$ cat config.mk
export PLATFORM = sky130hd
export DESIGN_NAME = readout_mux
export DESIGN_NICKNAME = d
export VERILOG_FILES = /design/src/rtl/readout_pkg.sv /design/src/rtl/readout_ovf_latch.sv /design/src/rtl/readout_zero_scan.sv /design/src/rtl/readout_digit_mux.sv /design/src/rtl/readout_mux.sv
export SDC_FILE = /design/constraint.sdc
export NUM_CORES = 1
export LEC_CHECK = 0
export BUFFER_PORTS_ARGS = -buffer_cell sky130_fd_sc_hd__buf_2
export CAP_MARGIN = 20
export CORE_AREA = 2 2 39 41
export CTS_CLUSTER_DIAMETER = 150
export DETAILED_ROUTE_END_ITERATION = 7
export DIE_AREA = 0 0 41 43
export PLACE_DENSITY = 0.75
export SLEW_MARGIN = 15
export SYNTH_ARGS = -nofsm -noshare
export SYNTH_HDL_FRONTEND = slang
export SYNTH_SLANG_ARGS = --single-unit
$ cat constraint.sdc
create_clock -name clk -period 3.8 [get_ports clk]
set_input_delay 0.38 -clock clk [delete_from_list [all_inputs] [get_ports clk]]
set_output_delay 0.38 -clock clk [all_outputs]
set_load 0.02 [all_outputs]
$ cat src/rtl/readout_pkg.sv
package readout_pkg;

    localparam int unsigned DIGIT_W      = 4;
    localparam int unsigned DEF_N_DIG    = 8;
    localparam int unsigned DEF_SEL_W    = 4;

    typedef logic [DIGIT_W-1:0] digit_t;

    localparam digit_t CODE_BLANK = 4'hF;
    localparam digit_t CODE_OVER  = 4'hE;

    typedef enum logic [1:0] {
        COL_DIGIT,
        COL_BLANK,
        COL_OVER
    } col_kind_e;

    typedef struct packed {
        digit_t code;
        logic   blank;
    } bus_word_t;

    function automatic bus_word_t word_for(col_kind_e kind, digit_t d);
        bus_word_t w;
        case (kind)
            COL_OVER:  begin w.code = CODE_OVER;  w.blank = 1'b0; end
            COL_BLANK: begin w.code = CODE_BLANK; w.blank = 1'b1; end
            default:   begin w.code = d;          w.blank = 1'b0; end
        endcase
        return w;
    endfunction

endpackage

$ cat src/rtl/readout_ovf_latch.sv
module readout_ovf_latch (
    input  logic clk,
    input  logic rst,
    input  logic clr,
    input  logic carry_in,
    output logic ovf
);

    always_ff @(posedge clk) begin
        if (rst || clr)
            ovf <= 1'b0;
        else if (carry_in)
            ovf <= 1'b1;
    end

    assert_set_R2: assert property (@(posedge clk) disable iff (rst)
        (carry_in && !clr) |=> ovf);

    assert_hold_R2: assert property (@(posedge clk) disable iff (rst)
        (ovf && !clr) |=> ovf);

    assert_clear_R3: assert property (@(posedge clk) disable iff (rst)
        clr |=> !ovf);

endmodule

$ cat src/rtl/readout_zero_scan.sv
module readout_zero_scan
    import readout_pkg::*;
#(
    parameter int unsigned N_DIG = DEF_N_DIG
) (
    input  logic                    clk,
    input  logic                    rst,
    input  digit_t [N_DIG-1:0]      digs,
    output logic   [N_DIG-1:0]      lead_mask
);

    logic [N_DIG:0] zero_above;

    assign zero_above[N_DIG] = 1'b1;

    for (genvar i = 0; i < N_DIG; i++) begin : g_col
        assign zero_above[i] = zero_above[i+1] && (digs[i] == '0);
        if (i == 0) begin : g_lsd
            assign lead_mask[i] = 1'b0;
        end else begin : g_upper
            assign lead_mask[i] = zero_above[i];
        end
    end

    assert_lsd_shown_R6: assert property (@(posedge clk) disable iff (rst)
        !lead_mask[0]);

    assert_top_blank_R5: assert property (@(posedge clk) disable iff (rst)
        (digs[N_DIG-1] != '0) |-> (lead_mask == '0));

endmodule

$ cat src/rtl/readout_digit_mux.sv
module readout_digit_mux
    import readout_pkg::*;
#(
    parameter int unsigned N_DIG = DEF_N_DIG,
    parameter int unsigned SEL_W = DEF_SEL_W
) (
    input  logic                clk,
    input  logic                rst,
    input  digit_t [N_DIG-1:0]  digs,
    input  logic   [N_DIG-1:0]  lead_mask,
    input  logic                ovf,
    input  logic   [SEL_W-1:0]  sel,
    output bus_word_t           word
);

    localparam int unsigned IDX_W = (N_DIG > 1) ? $clog2(N_DIG) : 1;
    localparam logic [SEL_W-1:0] LAST = SEL_W'(N_DIG - 1);

    logic             in_range;
    logic [IDX_W-1:0] idx;
    col_kind_e        kind;

    assign in_range = (sel <= LAST);
    assign idx      = sel[IDX_W-1:0];

    always_comb begin
        if (!in_range)
            kind = COL_BLANK;
        else if (ovf && (sel == LAST))
            kind = COL_OVER;
        else if (lead_mask[idx])
            kind = COL_BLANK;
        else
            kind = COL_DIGIT;
        word = word_for(kind, digs[idx]);
    end

    assert_blank_code_R5: assert property (@(posedge clk) disable iff (rst)
        word.blank |-> (word.code == CODE_BLANK));

    assert_range_R9: assert property (@(posedge clk) disable iff (rst)
        (sel > LAST) |-> word.blank);

    assert_marker_R7: assert property (@(posedge clk) disable iff (rst)
        (ovf && sel == LAST) |-> (word.code == CODE_OVER && !word.blank));

    assert_lsd_R6: assert property (@(posedge clk) disable iff (rst)
        (sel == '0) |-> (!word.blank && word.code == digs[0]));

endmodule

$ cat src/rtl/readout_mux.sv
module readout_mux
    import readout_pkg::*;
#(
    parameter int unsigned N_DIG = DEF_N_DIG,
    parameter int unsigned SEL_W = DEF_SEL_W
) (
    input  logic                       clk,
    input  logic                       rst,
    input  logic                       clr,
    input  logic                       carry_in,
    input  logic [N_DIG*DIGIT_W-1:0]   digits,
    input  logic [SEL_W-1:0]           sel,
    output logic [DIGIT_W-1:0]         bus_code,
    output logic                       blank
);

    digit_t [N_DIG-1:0] digs;
    logic   [N_DIG-1:0] lead_mask;
    logic               ovf;
    bus_word_t          word;

    assign digs = digits;

    readout_ovf_latch u_ovf (
        .clk      (clk),
        .rst      (rst),
        .clr      (clr),
        .carry_in (carry_in),
        .ovf      (ovf)
    );

    readout_zero_scan #(.N_DIG(N_DIG)) u_scan (
        .clk       (clk),
        .rst       (rst),
        .digs      (digs),
        .lead_mask (lead_mask)
    );

    readout_digit_mux #(.N_DIG(N_DIG), .SEL_W(SEL_W)) u_mux (
        .clk       (clk),
        .rst       (rst),
        .digs      (digs),
        .lead_mask (lead_mask),
        .ovf       (ovf),
        .sel       (sel),
        .word      (word)
    );

    assign bus_code = word.code;
    assign blank    = word.blank;

endmodule

Word level (Yosys, flattened, before mapping)
Index checks and enable logic that the tools add are counted.
{"block": "classes", "add_sub_neg": 0, "muxes": 8, "reduce_logical": 15, "n_mul": 0, "n_div": 0, "bitwise_logic": 0, "shift": 0, "order_cmp": 2, "n_eq_ne": 3}
{"operator": "$logic_not A4 Y1", "n": 7}
{"operator": "$bmux W4 S3", "n": 1}
{"operator": "$pmux W5 S2", "n": 1}
{"operator": "$logic_and A1 B1 Y1", "n": 7}
{"operator": "$eq A4 B3 Y1 const B", "n": 1}
{"operator": "$le A4 B3 Y1 const B", "n": 1}
{"operator": "$lt A3 B4 Y1 const B", "n": 1}
{"operator": "$mux W2", "n": 2}
{"operator": "$mux W4", "n": 1}
{"operator": "$bmux W1 S3", "n": 1}
{"operator": "$eq A2 B1 Y1 const B", "n": 1}
{"operator": "$eq A2 B2 Y1 const B", "n": 1}
{"operator": "$mux W1", "n": 2}
{"operator": "$logic_or A1 B1 Y1", "n": 1}
{"block": "totals", "rom_bits": 0, "elab_cells": 29, "memories": 0, "register_bits": 1, "latch_bits": 0, "mem_bits_rw": 0, "inputBits": 40, "out_inout_bits": 5}

Longest topological paths before layout
{"block": "depth", "ltp_word": 14, "depth_mapped": 8, "depth_no_buf": 7}

Modules after synthesis
From an unflattened synthesis, not the netlist that was laid out.
{"block": "hier_totals", "cells_unflattened": 55, "area_unflattened_um2": 581.8}
{"mod": "readout_digit_mux", "area_per_inst_um2": 415.4, "cells_per_inst": 34, "n_inst": 1, "seq_area_each_um2": 0.0}
{"mod": "readout_zero_scan", "area_per_inst_um2": 132.6, "cells_per_inst": 18, "n_inst": 1, "seq_area_each_um2": 0.0}
{"mod": "readout_ovf_latch", "area_per_inst_um2": 33.8, "cells_per_inst": 3, "n_inst": 1, "seq_area_each_um2": 20.0}

Worst setup path before layout
OpenSTA, ideal clock, no wires.
{"block": "synth_path", "path_kind": "in2out", "start": "input digits[8]", "end": "output bus_code[0]", "setup_slack_ps": 1513, "path_buffers": 0, "stages": 7, "required_ps": 3420, "arrival_ps": 1907, "cell_sequence": "nor4_4 a21o_1 a221oi_1 o41ai_2 ha_1 nor2_1 a21oi_1"}
{"block": "synth_between", "elab_chain_len": 10, "word_cells_on_any_way": 13, "classes_between": "2 x eq/ne; 8 x mux; 3 x reduce/logical"}
{"element": "start, declared", "line_no": "readout_mux.sv:11", "rtl": "input logic [N_DIG*DIGIT_W-1:0] digits,"}
{"element": "$logic_not A4 Y1", "line_no": "readout_zero_scan.sv:17", "rtl": "assign zero_above[i] = zero_above[i+1] && (digs[i] == '0);"}
{"element": "$logic_and A1 B1 Y1 (2 in a row)", "line_no": "readout_zero_scan.sv:17"}
{"element": "$bmux W1 S3", "line_no": "readout_digit_mux.sv:31", "rtl": "else if (lead_mask[idx])"}
{"element": "$mux W1 (not written as such)", "line_no": "readout_digit_mux.sv:31"}
{"element": "$mux W1", "line_no": "readout_digit_mux.sv:31"}
{"element": "$mux W2", "line_no": "readout_digit_mux.sv:29", "rtl": "else if (ovf && (sel == LAST))"}
{"element": "$mux W2", "line_no": "readout_digit_mux.sv:27", "rtl": "if (!in_range)"}
{"element": "$eq A2 B1 Y1 or $eq A2 B2 Y1 (tied branches)", "line_no": "readout_pkg.sv:25", "rtl": "case (kind)"}
{"element": "$pmux W5 S2 *", "line_no": "readout_pkg.sv:25"}
{"element": "end, declared", "line_no": "readout_mux.sv:13", "rtl": "output logic [DIGIT_W-1:0] bus_code,"}
Every way passes the cells marked *; elsewhere a longest branch is shown, timed or not. The select of a mux whose other input is x is not followed.

Worst setup path in the final report
{"block": "layout_path", "start": "input digits[16]", "end": "output bus_code[0]"}
{"block": "layout_between", "elab_chain_len": 12, "word_cells_on_any_way": 15, "classes_between": "2 x eq/ne; 8 x mux; 5 x reduce/logical"}
{"element": "$logic_not A4 Y1", "line_no": "readout_zero_scan.sv:17"}
{"element": "$logic_and A1 B1 Y1 (4 in a row)", "line_no": "readout_zero_scan.sv:17"}
{"element": "$bmux W1 S3", "line_no": "readout_digit_mux.sv:31"}
{"element": "$mux W1 (not written as such)", "line_no": "readout_digit_mux.sv:31"}
{"element": "$mux W1", "line_no": "readout_digit_mux.sv:31"}
{"element": "$mux W2", "line_no": "readout_digit_mux.sv:29"}
{"element": "$mux W2", "line_no": "readout_digit_mux.sv:27"}
{"element": "$eq A2 B1 Y1 or $eq A2 B2 Y1 (tied branches)", "line_no": "readout_pkg.sv:25"}
{"element": "$pmux W5 S2 *", "line_no": "readout_pkg.sv:25"}
Marks and branches as above.

==> summary.md <==
| Metric | Value |
|---|---|
| Global-route wire length before repair | `2.16 mm` |
| Final hold vios | `0` |
| Largest family of logic cells by synthesized area | `multiplexers` |
| Area growth, synth to finish | `47.4%` |
| Status | `finished clean` |
| Sequential share of power | `13.6%` |
| Achievable clock frequency | `411 MHz` |
| Hold Crit Class | `reg -> reg` |
| Worst Setup Path Type | `in -> out` |
| Slowest CP cell | `nor4_1` |
| Mux cell area share after synthesis | `between 40% and 50%` |
| Max reg flops | `1` |
| Largest register by flop count | `u_ovf.ovf` |
| Insertion delay to the later sink of the worst-skew pair | `0 ns` |
| Post-CTS Hold Fix Bufs | `0` |
| Top flop regs | `u_ovf.ovf x1` |
| Buf+Inv Stages, Crit Path | `2` |
| Final Setup Violations | `0` |
| Initial antenna violation count | `0` |
| Clock power share | `0%` |
| Total I/O pin count | `45` |
| Row count | `14` |
| MaxCap Viol Count | `0` |
| Total Routing Usage GR | `17.3%` |
| Worst Path Required | `3.42 ns` |
| Most frequent cells in the layout | `buf_2 (44), mux4_2 (6), nor4_1 (5)` |
| Worst path most repeated cell | `buf_2` |
| Die X | `41 um` |
| P_int | `49.9 uW` |
| Post-synthesis simple-gate area fraction | `24.1%` |
| Post-Synth Adder-Cell Area | `2.71%` |
| Synth Area per Inst | `11.3 um^2` |
| Area of the multi-input gates | `417 um^2` |
| Initial DRC Count | `15` |
| Syn_nets | `82` |
| Synthesized area | `462 um^2` |
| Crit path launch type | `input port` |
| Clock Skews | `0 ns` |
| Grt ovf | `0` |
| Asr flop ratio synth | `0%` |
| Chip height | `43 um` |
| EDFF count, synth | `0` |
| Vias/cell | `5.55` |
| Largest net degree at the start of global routing | `13` |
| Worst setup margin | `approximately 1.4 ns` |
| Net Switching | `34.6 uW` |
| Peak supply drop | `between 60 and 70 uV` |
| Inserted Diodes | `0` |
| WP data arrival | `2.05 ns` |
| Synth warnings | `0` |
| Most common flop cell mapped by yosys | `dfxtp_1` |
| Sequential cell area | `roughly 20 um^2` |
| Cells along the critical path | `buf_2 > nor4_1 > or2_1 > a31oi_1 > o41ai_2 > ha_1 > nor2_1 > a21oi_1 > buf_2` |
| DP HPWL | `1.26 mm` |
| Total Nets Final | `125` |
| Combinational Power Share | `86.4%` |
| Final period utilization | `a little under two thirds` |
| Final min period | `2.43 ns` |
| Vias in the first global route | `557` |
| Total Wirelength | `approximately 1.4 mm` |
| Mapped Cells | `41` |
| PwrDens | `124 mW/mm^2` |
| Total power | `84.5 uW` |
| DRT Pass-1 Iters | `4` |
| Fillcell total | `between 100 and 150` |
| Synth cell types | `24` |
| Compound-gate portion of the synthesized area | `between 10% and 20%` |
| Max_slew headroom | `74.7%` |
| Commonest non-fill, non-tap cell in the layout | `buf_2` |
| Initial core utilization | `approximately 33%` |
| Seq/Total Area, Yosys | `between 4 and 5%` |
| GP Congestion | `0.745` |
| Die Footprint | `0.00176 mm^2` |
| DRC | `0` |
| Clock transition at path regs | `0 ns` |
| Critical Path Sink Type | `output pin` |
| Delay-heaviest family, CP | `simple AND/OR/NAND/NOR gates` |
| Avg WL per Cell | `14.1 um` |
| Routed via count | `roughly 540` |
| RSZ-0062 raised after global routing | `no` |
| Worst Tran Pin Value | `0.377 ns` |
| Core area | `0.00138 mm^2` |
| Flops & latches, synth | `1` |
| DP Worst Slack | `1.39 ns` |
| Fin Setup TNS | `0 ns` |
| Switching Share | `41.0%` |
| Synth Area in XOR/XNOR | `0%` |
| Leak | `0.318 nW` |
| Number of port buffers | `44` |
| Post-CTS sizing | `0` |
| Final ANT Viol Nets | `0` |
| Layout cells sized above 1 | `between 60% and 70%` |
| Worst Path Max Fanout | `5` |
| Largest stage delay, worst path | `0.35 ns` |
| Post-CTS Setup Bufs | `0` |
| Slew Limit Fails | `0` |
[cell families (layout without fill, tap and decap cells)]
kind of cell	after synthesis	in the layout
DFF	1	1
adders and majority gates	1	1
muxes	12	12
AOI/OAI and AO/OA	7	7
buffers and inverters	4	45
and+or+nand+nor	16	16
[synthesized netlist by cell type, types with 2 or more instances]
| library cell | instances | area share (%) |
|---|---|---|
| buf_2 | 2 | 2.2 |
| mux2i_1 | 4 | 8.7 |
| mux4_1 | 2 | 11 |
| mux4_2 | 6 | 29 |
| nand2_1 | 3 | 2.4 |
| nor2_1 | 2 | 1.6 |
| nor4_1 | 5 | 6.8 |
[metal layers]
layer | share of wire [%] | track usage [%] | up-vias
li1 | - | - | 269
met1 | 35 | 19.9 | 246
met2 | 56 | 33.4 | 27
met5 | 0 | 0 | -
met4 | 1.3 | 2.00 | 0
met3 | 8.0 | 0.524 | 2
[power groups by stage]
stage	Sequential [mW]	Combinational, mW	Clock [mW]
after CTS	0.0114	0.0735	0
after global routing	0.0115	0.0804	0
after global placement	0.0114	0.0722	0
after detailed placement	0.0114	0.0733	0
after floorplan	0.0114	0.0414	0
final	0.0115	0.0730	0
[final timing paths]
check | startpoint | cells past startpoint | slack (ns) | to
setup / recovery | digits[16] | 9 | 1.37 | bus_code[0]
hold / removal | u_ovf.ovf | 2 | 0.48 | u_ovf.ovf
setup reg to reg | u_ovf.ovf | 2 | 3.26 | u_ovf.ovf
hold reg to reg | u_ovf.ovf | 2 | 0.48 | u_ovf.ovf
[per-stage QoR]
stage	cell area (um^2)	hold slack [ns]	util, %	cells
after floorplan	462	0.457	-	41
after global placement	681	0.479	49.2	98
after detailed placement	681	0.486	49.2	98
after CTS	681	0.486	49.2	98
after global routing	681	0.523	49.2	98
final	681	0.482	49.2	98
[tightest hold or removal path, stage by stage (launching register included)]
cell	delay, ns
dfxtp_1	0.29
nor2_1	0.09
nor3_1	0.05
[layout make-up]
cell class / instances / area share (%)
timing repair buffer: 44 / 32.4
inverter: 1 / 0.551
tap: 16 / 2.94
sequential: 1 / 2.94
multi-input combinational: 36 / 61.2
No activity file was read; power rests on OpenSTA's default activity.
